<file path="src/rtl/mdio_pkg.sv">
package mdio_pkg;
  localparam int DIV_W = 16;
  localparam logic [7:0] CTRL_OFS = 8'h04;
  localparam logic [7:0] USER_OFS = 8'h80;
  localparam logic [DIV_W-1:0] DIV_RESET = 16'h00FF;
  // bit indices inside a 64-bit frame, counted from the first bit sent
  localparam logic [5:0] TA1_IDX  = 6'd46;
  localparam logic [5:0] TA2_IDX  = 6'd47;
  localparam logic [5:0] DATA_IDX = 6'd48;
  localparam logic [5:0] LAST_IDX = 6'd63;

  // divider value actually used: zero is raised to one
  function automatic logic [DIV_W-1:0] mdc_span(input logic [DIV_W-1:0] div);
    return (div == '0) ? {{(DIV_W-1){1'b0}}, 1'b1} : div;
  endfunction

  // number of system clocks MDC stays low in each period
  function automatic logic [DIV_W-1:0] mdc_low_len(input logic [DIV_W-1:0] div);
    logic [DIV_W:0] per;
    per = {1'b0, mdc_span(div)} + {{DIV_W{1'b0}}, 1'b1};
    return per[DIV_W:1];
  endfunction

  // complete frame image, first bit at [63]
  function automatic logic [63:0] frame_word(input logic wr, input logic [4:0] phy,
                                             input logic [4:0] rg, input logic [15:0] d);
    return {32'hFFFF_FFFF, 2'b01, (wr ? 2'b01 : 2'b10), phy, rg,
            (wr ? 2'b10 : 2'b11), (wr ? d : 16'hFFFF)};
  endfunction
endpackage

</file>
<file path="src/rtl/mdio_clkgen.sv">
module mdio_clkgen
  import mdio_pkg::*;
(
  input  logic             clk,
  input  logic             rst_n,
  input  logic             run,
  input  logic [DIV_W-1:0] div,
  output logic             mdc,
  output logic             rise_tick,
  output logic             fall_tick
);
  logic [DIV_W-1:0] cnt;
  logic [DIV_W-1:0] span;
  logic [DIV_W-1:0] low_len;

  assign span      = mdc_span(div);
  assign low_len   = mdc_low_len(div);
  assign rise_tick = run && (cnt == low_len - {{(DIV_W-1){1'b0}}, 1'b1});
  assign fall_tick = run && (cnt >= span);

  always_ff @(posedge clk) begin
    if (!rst_n || !run) begin
      cnt <= '0;
      mdc <= 1'b0;
    end else if (fall_tick) begin
      cnt <= '0;
      mdc <= 1'b0;
    end else begin
      cnt <= cnt + {{(DIV_W-1){1'b0}}, 1'b1};
      if (rise_tick) mdc <= 1'b1;
    end
  end
endmodule

</file>
<file path="src/rtl/mdio_frame.sv">
module mdio_frame
  import mdio_pkg::*;
(
  input  logic        clk,
  input  logic        rst_n,
  input  logic        start,
  input  logic        abort,
  input  logic        wr,
  input  logic [4:0]  phy,
  input  logic [4:0]  rg,
  input  logic [15:0] wdata,
  input  logic        rise_tick,
  input  logic        fall_tick,
  input  logic        mdio_i,
  output logic        busy,
  output logic        done,
  output logic        ack,
  output logic [15:0] rdata,
  output logic        mdio_o,
  output logic        mdio_oe
);
  logic [63:0] sh;
  logic [5:0]  idx;
  logic        wr_q;

  assign done    = busy && fall_tick && (idx == LAST_IDX);
  assign mdio_o  = busy ? sh[63] : 1'b1;
  assign mdio_oe = busy && (wr_q || (idx < TA1_IDX));

  always_ff @(posedge clk) begin
    if (!rst_n) begin
      busy  <= 1'b0;
      idx   <= '0;
      sh    <= '0;
      wr_q  <= 1'b0;
      ack   <= 1'b0;
      rdata <= '0;
    end else if (abort) begin
      busy <= 1'b0;
    end else if (start) begin
      busy <= 1'b1;
      idx  <= '0;
      sh   <= frame_word(wr, phy, rg, wdata);
      wr_q <= wr;
      ack  <= 1'b0;
    end else if (busy) begin
      if (rise_tick && !wr_q) begin
        if (idx == TA2_IDX) ack <= ~mdio_i;
        if (idx >= DATA_IDX) rdata <= {rdata[14:0], mdio_i};
      end
      if (fall_tick) begin
        if (idx == LAST_IDX) begin
          busy <= 1'b0;
          if (wr_q) ack <= 1'b1;
        end else begin
          sh  <= {sh[62:0], 1'b1};
          idx <= idx + 6'd1;
        end
      end
    end
  end
endmodule

</file>
<file path="src/rtl/mdio_master.sv">
module mdio_master
  import mdio_pkg::*;
(
  input  logic        clk,
  input  logic        rst_n,
  input  logic [7:0]  reg_addr,
  input  logic        reg_we,
  input  logic [31:0] reg_wdata,
  output logic [31:0] reg_rdata,
  output logic        mdc,
  output logic        mdio_o,
  output logic        mdio_oe,
  input  logic        mdio_i
);
  logic             en;
  logic [DIV_W-1:0] div;
  logic             go_q;
  logic             u_wr;
  logic [4:0]       u_reg;
  logic [4:0]       u_phy;
  logic [15:0]      u_data;
  logic             busy, done, ack, start, abort;
  logic             rise_tick, fall_tick;
  logic [15:0]      rd_data;
  logic             ctrl_hit, user_hit;
  logic             unused_wbits;

  assign unused_wbits = ^reg_wdata[29:16];
  assign ctrl_hit = reg_we && (reg_addr == CTRL_OFS);
  assign user_hit = reg_we && (reg_addr == USER_OFS);
  assign start    = user_hit && reg_wdata[31] && en && !busy;
  assign abort    = busy && ctrl_hit && !reg_wdata[30];

  always_ff @(posedge clk) begin
    if (!rst_n) begin
      en     <= 1'b0;
      div    <= DIV_RESET;
      go_q   <= 1'b0;
      u_wr   <= 1'b0;
      u_reg  <= '0;
      u_phy  <= '0;
      u_data <= '0;
    end else begin
      if (ctrl_hit) begin
        en  <= reg_wdata[30];
        div <= reg_wdata[DIV_W-1:0];
      end
      if (user_hit && !busy) begin
        u_wr   <= reg_wdata[30];
        u_reg  <= reg_wdata[25:21];
        u_phy  <= reg_wdata[20:16];
        u_data <= reg_wdata[15:0];
        go_q   <= start;
      end
      if (done) begin
        go_q <= 1'b0;
        if (!u_wr) u_data <= rd_data;
      end
      if (abort) go_q <= 1'b0;
    end
  end

  always_comb begin
    case (reg_addr)
      CTRL_OFS: reg_rdata = {~busy, en, {(30-DIV_W){1'b0}}, div};
      USER_OFS: reg_rdata = {go_q, u_wr, ack, 3'b000, u_reg, u_phy, u_data};
      default:  reg_rdata = '0;
    endcase
  end

  mdio_clkgen u_clk (
    .clk(clk), .rst_n(rst_n), .run(busy), .div(div),
    .mdc(mdc), .rise_tick(rise_tick), .fall_tick(fall_tick)
  );

  mdio_frame u_frm (
    .clk(clk), .rst_n(rst_n), .start(start), .abort(abort),
    .wr(reg_wdata[30]), .phy(reg_wdata[20:16]), .rg(reg_wdata[25:21]),
    .wdata(reg_wdata[15:0]), .rise_tick(rise_tick), .fall_tick(fall_tick),
    .mdio_i(mdio_i), .busy(busy), .done(done), .ack(ack), .rdata(rd_data),
    .mdio_o(mdio_o), .mdio_oe(mdio_oe)
  );
endmodule

</file>
<file path="config.mk">
export PLATFORM = sky130hd
export DESIGN_NAME = mdio_master
export DESIGN_NICKNAME = d
export VERILOG_FILES = /design/src/rtl/mdio_pkg.sv /design/src/rtl/mdio_clkgen.sv /design/src/rtl/mdio_frame.sv /design/src/rtl/mdio_master.sv
export SDC_FILE = /design/constraint.sdc
export NUM_CORES = 1
export LEC_CHECK = 0
export BUFFER_PORTS_ARGS = -buffer_cell sky130_fd_sc_hd__buf_2
export CAP_MARGIN = 5
export CORE_MARGIN = 2
export CORE_UTILIZATION = 38
export DETAILED_ROUTE_END_ITERATION = 7
export PLACE_DENSITY_LB_ADDON = 0.25
export SLEW_MARGIN = 10
export SYNTH_ARGS = -nofsm -noshare
export SYNTH_HDL_FRONTEND = slang
export SYNTH_SLANG_ARGS = --single-unit
</file>
<file path="constraint.sdc">
create_clock -name clk -period 4.7 [get_ports clk]
set_clock_uncertainty 0.15 [all_clocks]
set_input_delay 0.94 -clock clk [delete_from_list [all_inputs] [get_ports clk]]
set_output_delay 0.94 -clock clk [all_outputs]
set_load 0.02 [all_outputs]
</file>
==> flow_summary.yaml, run 1 <==
status:
  status: "finished clean"
finish:
  fin_util: 0.447
  multi_input_area_sq_um: 4350
  largest_reg_flops: 64
  area_delta_synth_final_pct: 15.6
  nets: 1067
  final_cell_mix: "dfxtp_1 (151), nand2_1 (124), nor2_1 (99)"
  post_route_cells_drive_above_1_share: 0.151
  regArea_sq_um: 3020
  antennaDiodeCount: 0
  final_common_cell: "dfxtp_1"
  num-fill-cells: 2046
  regMostFlops: "u_frm.sh"
detailed_routing:
  vias_per_cell: 5.43
  drtPass1Iterations: 6
  drc_errors: 0
  wl_um: 20800
  postRouteAntennaNets: 0
  dr.first_iter.drc_count: 588
  drt-wirelength-per-cell_um: 16.2
  vias: 6987
floorplan:
  rows: 52
  start_util: 0.387
  die_y_um: 147
  ios: 79
  coreArea_sq_um: 20200
  floorplan.die.width_um: 147
  dieArea_sq_um: 21700
critical_path:
  startpoint_type: "register"
  r2r_slack_ns: 0.40
  crit_path_end_kind: "register"
  arrival_ns: 4.50
  path_class: "register to register"
  required_ns: 4.90
  path_max_fanout: 16
clock_tree:
  post_cts_resized: 0
  clk_latency_ns: 0.43
  h-tree-depth: 4
  cts.sinks: 151
  ctsHoldBuffers: 0
  post-cts-setup-buffers: 0
  clock_path_buffers: 2
  clkTransAtPathRegs_ns: 0.06
  cts_tree: "built"
  cts_buffers: 17
  root_buffer: "clkbuf_16"
timing:
  finalHoldViolations: 0
  final.period_utilization: 0.914
  rsz0062_at_grt: "no"
  max-slew-margin-rel: 0.504
  finalSetupViolations: 0
  period_needed_ns: 4.30
  tns_ns: 0
  slew_violations: 0
  fmax_ghz: 0.233
  worst_pin_slew_ns: 0.742
power:
  vdd_drop_max_mv: 0.234
  powerDensity_nw_per_um2: 315
  finalPower_w: 0.00284
  p_leak_nw: 3.69
logic_synthesis:
  synth-main-ff-cell: "dfxtp_1"
  ys_seq_area_frac: 0.388
  syn_area_per_cell_sq_um: 8.10
  synth_seq_cells: 151
  syn_inst: 963
  synthArstFlopShare: 0
  ys_types: 68
  yosysWarnings: 0
  netlist_area_sq_um: 7800
  synth_edf_count: 0
global_route:
  grt_overflow: 0
  grt_max_degree: 65
  grt_pass1_vias: 6608
  antenna_found_initial: 0
  grt_usage: 0.195
  grt_pass1_wl_um: 34000
hold_path:
  hp-class: "register to register"
place:
  dp_hpwl_um: 14100
  gp_routability_congestion: 0.949
  port_buffers: 71
run:
  drv_cap: 0
## cell usage after synthesis, types with 11 or more instances
cell type | n | share of area
dfxtp_1 | 151 | 0.39
o21ai_0 | 27 | 0.017
a21oi_1 | 15 | 0.0096
nand3_1 | 62 | 0.040
nor3b_1 | 39 | 0.038
o221ai_1 | 11 | 0.012
ha_1 | 19 | 0.030
and3_1 | 11 | 0.0088
xnor2_1 | 28 | 0.031
mux2i_1 | 17 | 0.022
nand4_1 | 11 | 0.0088
nor2_1 | 100 | 0.048
a21boi_0 | 22 | 0.021
o211a_1 | 16 | 0.021
xor2_1 | 16 | 0.018
and2_1 | 13 | 0.010
clkbuf_1 | 51 | 0.025
a22o_1 | 17 | 0.019
nor3_1 | 85 | 0.055
nand2_1 | 124 | 0.060
inv_1 | 20 | 0.0096
## path summary, 6_finish.rpt
path | cells after the start | start | end
worst max-delay path | 14 | div[14] | u_frm.rdata[15]
worst min-delay path | 2 | u_frm.sh[30] | u_frm.sh[31]
worst max register to register | 14 | div[14] | u_frm.rdata[15]
worst min register to register | 2 | u_frm.sh[30] | u_frm.sh[31]
## critical path, stage by stage, from the launching register on
cell	delay, ns
dfxtp_1	0.39
nor3_1	0.49
nand4_2	0.30
nor2_1	0.19
nor2b_1	0.07
ha_1	0.32
and3_1	0.24
a22oi_2	0.26
mux2i_1	0.35
xnor2_1	0.20
nand2_1	0.09
or4_4	0.43
nor3_4	0.17
buf_4	0.32
mux2i_1	0.23
## final cells by class
cell class              count  share of cell area
well taps                 270              0.0375
clock inverters            15              0.0229
repair buffers            101              0.0661
clock buffers              17              0.0472
multi-input cells         713               0.483
inverters                  20             0.00833
flip-flops and latches    151               0.335
## cells by family after synthesis
family / after synthesis / synth area share
and+or+nand+nor: 490 / 0.313
AOI/OAI and AO/OA: 139 / 0.136
adders and majority gates: 19 / 0.0305
muxes: 17 / 0.0218
xor gates and xnor gates: 45 / 0.0523
other: 1 / 0.000481
DFF: 151 / 0.388
buffers and inverters: 101 / 0.0584
## metrics by stage
| step | cells | area [sq um] | hold slack (ns) | worst slack (ns) |
|---|---|---|---|---|
| floorplan | 965 | 7810 | 0.278 | 0.726 |
| global placement | 1255 | 8380 | 0.295 | 0.546 |
| detailed placement | 1255 | 8380 | 0.302 | 0.565 |
| CTS | 1287 | 9010 | 0.312 | 0.451 |
| global route | 1287 | 9010 | 0.327 | 0.210 |
| finish | 1287 | 9010 | 0.306 | 0.403 |
## power breakdown
group,internal (W),switching (W)
clock,0.000862,0.000621
combinational,0.0000284,0.0000490
sequential,0.00128,0.000000381
total,0.00217,0.000670
## routing by layer
metal / global-route usage / up-vias / wire length [um]
met1: 0.269 / 3306 / 10000
met3: 0.0373 / 32 / 1120
li1: - / 3450 / -
met4: 0.0673 / 0 / 374
met2: 0.306 / 199 / 9340
met5: 0 / - / 0
No activity file was read; power rests on OpenSTA's default activity.
==> run 2: changes to the inputs <==
--- a/config.mk
+++ b/config.mk
@@ -11,6 +11,7 @@
 export CORE_UTILIZATION = 38
 export DETAILED_ROUTE_END_ITERATION = 7
 export PLACE_DENSITY_LB_ADDON = 0.25
+export RECOVER_POWER = 25
 export SLEW_MARGIN = 10
 export SYNTH_ARGS = -nofsm -noshare
 export SYNTH_HDL_FRONTEND = slang
==> flow_summary.yaml, run 2 (same netlist as run 1, synthesis figures left out) <==
floorplan:
  start_util: 0.387
  ios: 79
  coreArea_sq_um: 20200
  dieArea_sq_um: 21700
  rows: 52
  die_y_um: 147
  floorplan.die.width_um: 147
timing:
  rsz0062_at_grt: "no"
  period_needed_ns: 4.38
  finalHoldViolations: 0
  worst_pin_slew_ns: 0.939
  holdWs_ns: 0.305
  slew_violations: 0
  fmax_ghz: 0.228
  final.period_utilization: 0.933
  tns_ns: 0
  finalSetupViolations: 0
  max-slew-margin-rel: 0.373
clock_tree:
  clock_path_buffers: 2
  clkTransAtPathRegs_ns: 0.06
  cts.sinks: 151
  post_cts_resized: 0
  post-cts-setup-buffers: 0
  cts_tree: "built"
  root_buffer: "clkbuf_16"
  clk_latency_ns: 0.43
  ctsHoldBuffers: 0
  cts_buffers: 17
  h-tree-depth: 4
power:
  powerDensity_nw_per_um2: 316
  vdd_drop_max_mv: 0.234
  p_leak_nw: 3.67
critical_path:
  cpPeakStageDelay_ns: 0.43
  path_max_fanout: 16
  cpMostUsedCell: "mux2i_1"
  crit_path_end_kind: "register"
  timing.critical_path.slowest_stage_cell: "nor3_1"
  arrival_ns: 4.58
  crit_start: "div[14]"
  reg2reg_from: "div[14]"
  cp_top_family: "simple AND/OR/NAND/NOR gates"
  required_ns: 4.90
  startpoint_type: "register"
  path_cells: "nor3_1 > nand4_1 > nor2_1 > nor2b_1 > ha_1 > and3_1 > a22oi_2 > mux2i_1 > xnor2_1 > nand2_1 > or4_4 > nor3_4 > buf_4 > mux2i_1"
  path_buf_inv: 1
  path_class: "register to register"
global_route:
  grt_usage: 0.195
  grt_max_degree: 65
  grt_pass1_vias: 6608
  antenna_found_initial: 0
  grt_pass1_wl_um: 34000
  grt_overflow: 0
detailed_routing:
  vias_per_cell: 5.40
  drtPass1Iterations: 5
  postRouteAntennaNets: 0
  vias: 6944
  drc_errors: 0
  drt-wirelength-per-cell_um: 16.2
  dr.first_iter.drc_count: 582
  wl_um: 20800
finish:
  area_delta_synth_final_pct: 15.1
  final_common_cell: "dfxtp_1"
  fin_cells: 1287
  largest_reg_flops: 64
  post_route_cells_drive_above_1_share: 0.145
  final_cell_mix: "dfxtp_1 (151), nand2_1 (124), nor2_1 (99)"
  regMostFlops: "u_frm.sh"
  nets: 1067
  fin_util: 0.445
  antennaDiodeCount: 0
place:
  gp_routability_congestion: 0.949
  port_buffers: 71
  dp_hpwl_um: 14100
  place_inst: 1255
status:
  status: "finished clean"
run:
  drv_cap: 0
hold_path:
  worstHoldStart: "u_frm.sh[30]"
  hp-class: "register to register"
## run 2: layout make-up
cell class              instances  area, sq um
multi-input cells             713         4330
clock buffers                  17          425
inverters                      20         75.1
repair buffers                101          588
flip-flops and latches        151         3020
well taps                     270          338
clock inverters                15          206
fillers                      2051        11200
## run 2: worst paths after layout
path | end | slack (ns) | cells past startpoint
max reg2reg | u_frm.rdata[15] | 0.32 | 14
max | u_frm.rdata[15] | 0.32 | 14
min reg2reg | u_frm.sh[31] | 0.31 | 2
min | u_frm.sh[31] | 0.31 | 2
## run 2: stage by stage
stage,area (sq um),power [W],setup slack (ns)
final,8980,0.00283,0.317
after global routing,8980,0.00292,0.118
after CTS,9010,0.00287,0.451
after detailed placement,8380,0.00139,0.565
after global placement,8380,0.00139,0.546
after floorplan,7810,0.00135,0.726
## run 2: worst min-delay path, delay by kind of cell, from the launching register on
family,cells,cell delay [ns]
compound gates,1,0.05
flops,1,0.31
simple gates,1,0.05
## run 2: power by group
group / internal (W) / switching, W / leakage [nW] / total [W]
clock network: 0.000861 / 0.000618 / 0.312 / 0.00148
registers: 0.00128 / 0.000000378 / 1.22 / 0.00128
logic: 0.0000282 / 0.0000480 / 2.14 / 0.0000762
## run 2: layer usage
| metal | part of all wire | vias to the layer above | wire length (um) | global-route usage |
|---|---|---|---|---|
| li1 | - | 3459 | - | - |
| met2 | 0.45 | 189 | 9360 | 0.306 |
| met1 | 0.48 | 3269 | 9960 | 0.269 |
| met4 | 0.015 | 0 | 305 | 0.0673 |
| met5 | 0 | - | 0 | 0 |
| met3 | 0.056 | 27 | 1170 | 0.0373 |
==> run 3: changes to the inputs <==
--- a/config.mk
+++ b/config.mk
@@ -8,7 +8,7 @@
 export BUFFER_PORTS_ARGS = -buffer_cell sky130_fd_sc_hd__buf_2
 export CAP_MARGIN = 5
 export CORE_MARGIN = 2
-export CORE_UTILIZATION = 38
+export CORE_UTILIZATION = 50
 export DETAILED_ROUTE_END_ITERATION = 7
 export PLACE_DENSITY_LB_ADDON = 0.25
 export RECOVER_POWER = 25
==> flow_summary.yaml, run 3 (same netlist as run 1, synthesis figures left out) <==
detailed_routing:
  drc_errors: 0
  postRouteAntennaNets: 0
  drtPass1Iterations: 4
  drt-wirelength-per-cell_um: 16.7
  vias_per_cell: 5.85
  vias: 6996
  wl_um: 19900
  dr.first_iter.drc_count: 610
critical_path:
  path_cells: "buf_2 > nor4_1 > nor4b_4 > clkbuf_1 > a22o_1 > buf_2"
  reg2reg_from: "div[11]"
  startpoint_type: "input port"
  crit_start: "reg_addr[3]"
  required_ns: 3.61
  cp_top_family: "buffers and inverters"
  crit_end: "reg_rdata[13]"
  cpPeakStageDelay_ns: 1.18
  arrival_ns: 3.34
  r2r_slack_ns: 0.51
  timing.rr.end: "u_frm.rdata[15]"
  path_max_fanout: 35
  crit_path_end_kind: "output pin"
  path_class: "input port to output pin"
  reg2reg_depth: 14
  timing.critical_path.slowest_stage_cell: "clkbuf_1"
  path_buf_inv: 3
  cp.depth: 6
  cpMostUsedCell: "buf_2"
clock_tree:
  clock_path_buffers: 2
  ctsHoldBuffers: 0
  post_cts_resized: 0
  h-tree-depth: 4
  cts.sinks: 151
  clkTransAtPathRegs_ns: 0.06
  clk_latency_ns: 0.42
  cts_buffers: 17
  post-cts-setup-buffers: 0
  root_buffer: "clkbuf_16"
  cts_tree: "built"
floorplan:
  dieArea_sq_um: 16600
  start_util: 0.513
  die_y_um: 129
  floorplan.die.width_um: 129
  rows: 45
  coreArea_sq_um: 15200
  ios: 79
run:
  drv_cap: 1
global_route:
  grt_pass1_wl_um: 32500
  grt_overflow: 0
  antenna_found_initial: 1
  grt_usage: 0.245
  grt_pass1_vias: 6528
  grt_max_degree: 96
timing:
  finalSetupViolations: 0
  fmax_ghz: 0.226
  slew_violations: 36
  rsz0062_at_grt: "no"
  final.period_utilization: 0.943
  tns_ns: 0
  worst_pin_slew_ns: 1.61
  finalHoldViolations: 0
  max-slew-margin-rel: -0.0754
  period_needed_ns: 4.43
status:
  violations: "max-capacitance violations, max-slew violations"
  status: "finished, violations left"
finish:
  nets: 1058
  post_route_cells_drive_above_1_share: 0.124
  final_cell_mix: "dfxtp_1 (151), nand2_1 (124), nor2_1 (99)"
  final_common_cell: "dfxtp_1"
  area_delta_synth_final_pct: 12.1
  num-fill-cells: 1426
  regMostFlops: "u_frm.sh"
  multi_input_area_sq_um: 4350
  regArea_sq_um: 3020
  largest_reg_flops: 64
place:
  port_buffers: 71
  dp_hpwl_um: 13500
  gp_routability_congestion: 0.940
power:
  p_comb_frac: 0.028
  finalPower_w: 0.00267
  clkPwrFrac: 0.492
  p_int_w: 0.00206
  powerDensity_nw_per_um2: 306
  p_sw_w: 0.000613
  switching_share: 0.230
  p_leak_nw: 3.53
  seq_power_share: 0.480
  vdd_drop_max_mv: 0.261
hold_path:
  hp-class: "register to register"
-- run 3: power by group through the flow --
stage / clock network [W] / logic, W / registers, W
5_1_grt: 0.00139 / 0.0000810 / 0.00128
3_5_place_dp: 0 / 0.0000738 / 0.00131
2_1_floorplan: 0 / 0.0000419 / 0.00131
6_report: 0.00131 / 0.0000751 / 0.00128
4_1_cts: 0.00134 / 0.0000744 / 0.00128
3_3_place_gp: 0 / 0.0000751 / 0.00131
-- run 3: layout make-up --
type	count	share of cell area
multi-input cells	713	0.497
flip-flops and latches	151	0.346
repair buffers	92	0.0565
clock buffers	19	0.0507
well taps	188	0.0269
clock inverters	12	0.0139
inverters	20	0.00859
diodes	1	0.000286
-- run 3: stage by stage --
stage | hold WS (ns) | setup WS (ns) | utilization | instances | cell area (sq um)
after floorplan | 0.278 | 0.726 | - | 965 | 7810
after global placement | 0.293 | 0.587 | 0.540 | 1164 | 8210
after detailed placement | 0.296 | 0.565 | 0.540 | 1164 | 8210
after CTS | 0.305 | 0.554 | 0.577 | 1195 | 8780
after global routing | 0.335 | 0.101 | 0.575 | 1195 | 8740
final | 0.303 | 0.267 | 0.575 | 1196 | 8740
-- run 3: worst register-to-register path, stage by stage (launching register included) --
cell,delay [ns]
dfxtp_1,0.40
nor4_2,0.52
nand4_2,0.30
nor2_1,0.20
nor2b_1,0.07
ha_1,0.32
and3_1,0.25
a22oi_2,0.23
mux2i_1,0.28
xnor2_1,0.17
nand2_1,0.09
or4_4,0.45
nor3_4,0.16
buf_4,0.31
mux2i_1,0.23
-- run 3: worst min-delay path by stage --
stage,start,to,slack (ns),cells after the start
floorplan,u_frm.sh[29],u_frm.sh[29],0.28,2
global placement,u_frm.sh[30],u_frm.sh[31],0.29,2
detailed placement,u_frm.sh[30],u_frm.sh[31],0.30,2
CTS,u_frm.sh[29],u_frm.sh[29],0.31,2
global route,u_frm.sh[29],u_frm.sh[29],0.33,2
finish,u_frm.sh[29],u_frm.sh[29],0.30,2
-- run 3: metal layers --
metal	part of all wire	up-vias	global-route usage
li1	-	3437	-
met1	0.45	3322	0.326
met2	0.47	202	0.395
met3	0.059	35	0.0541
met4	0.022	0	0.0844
met5	0	-	0
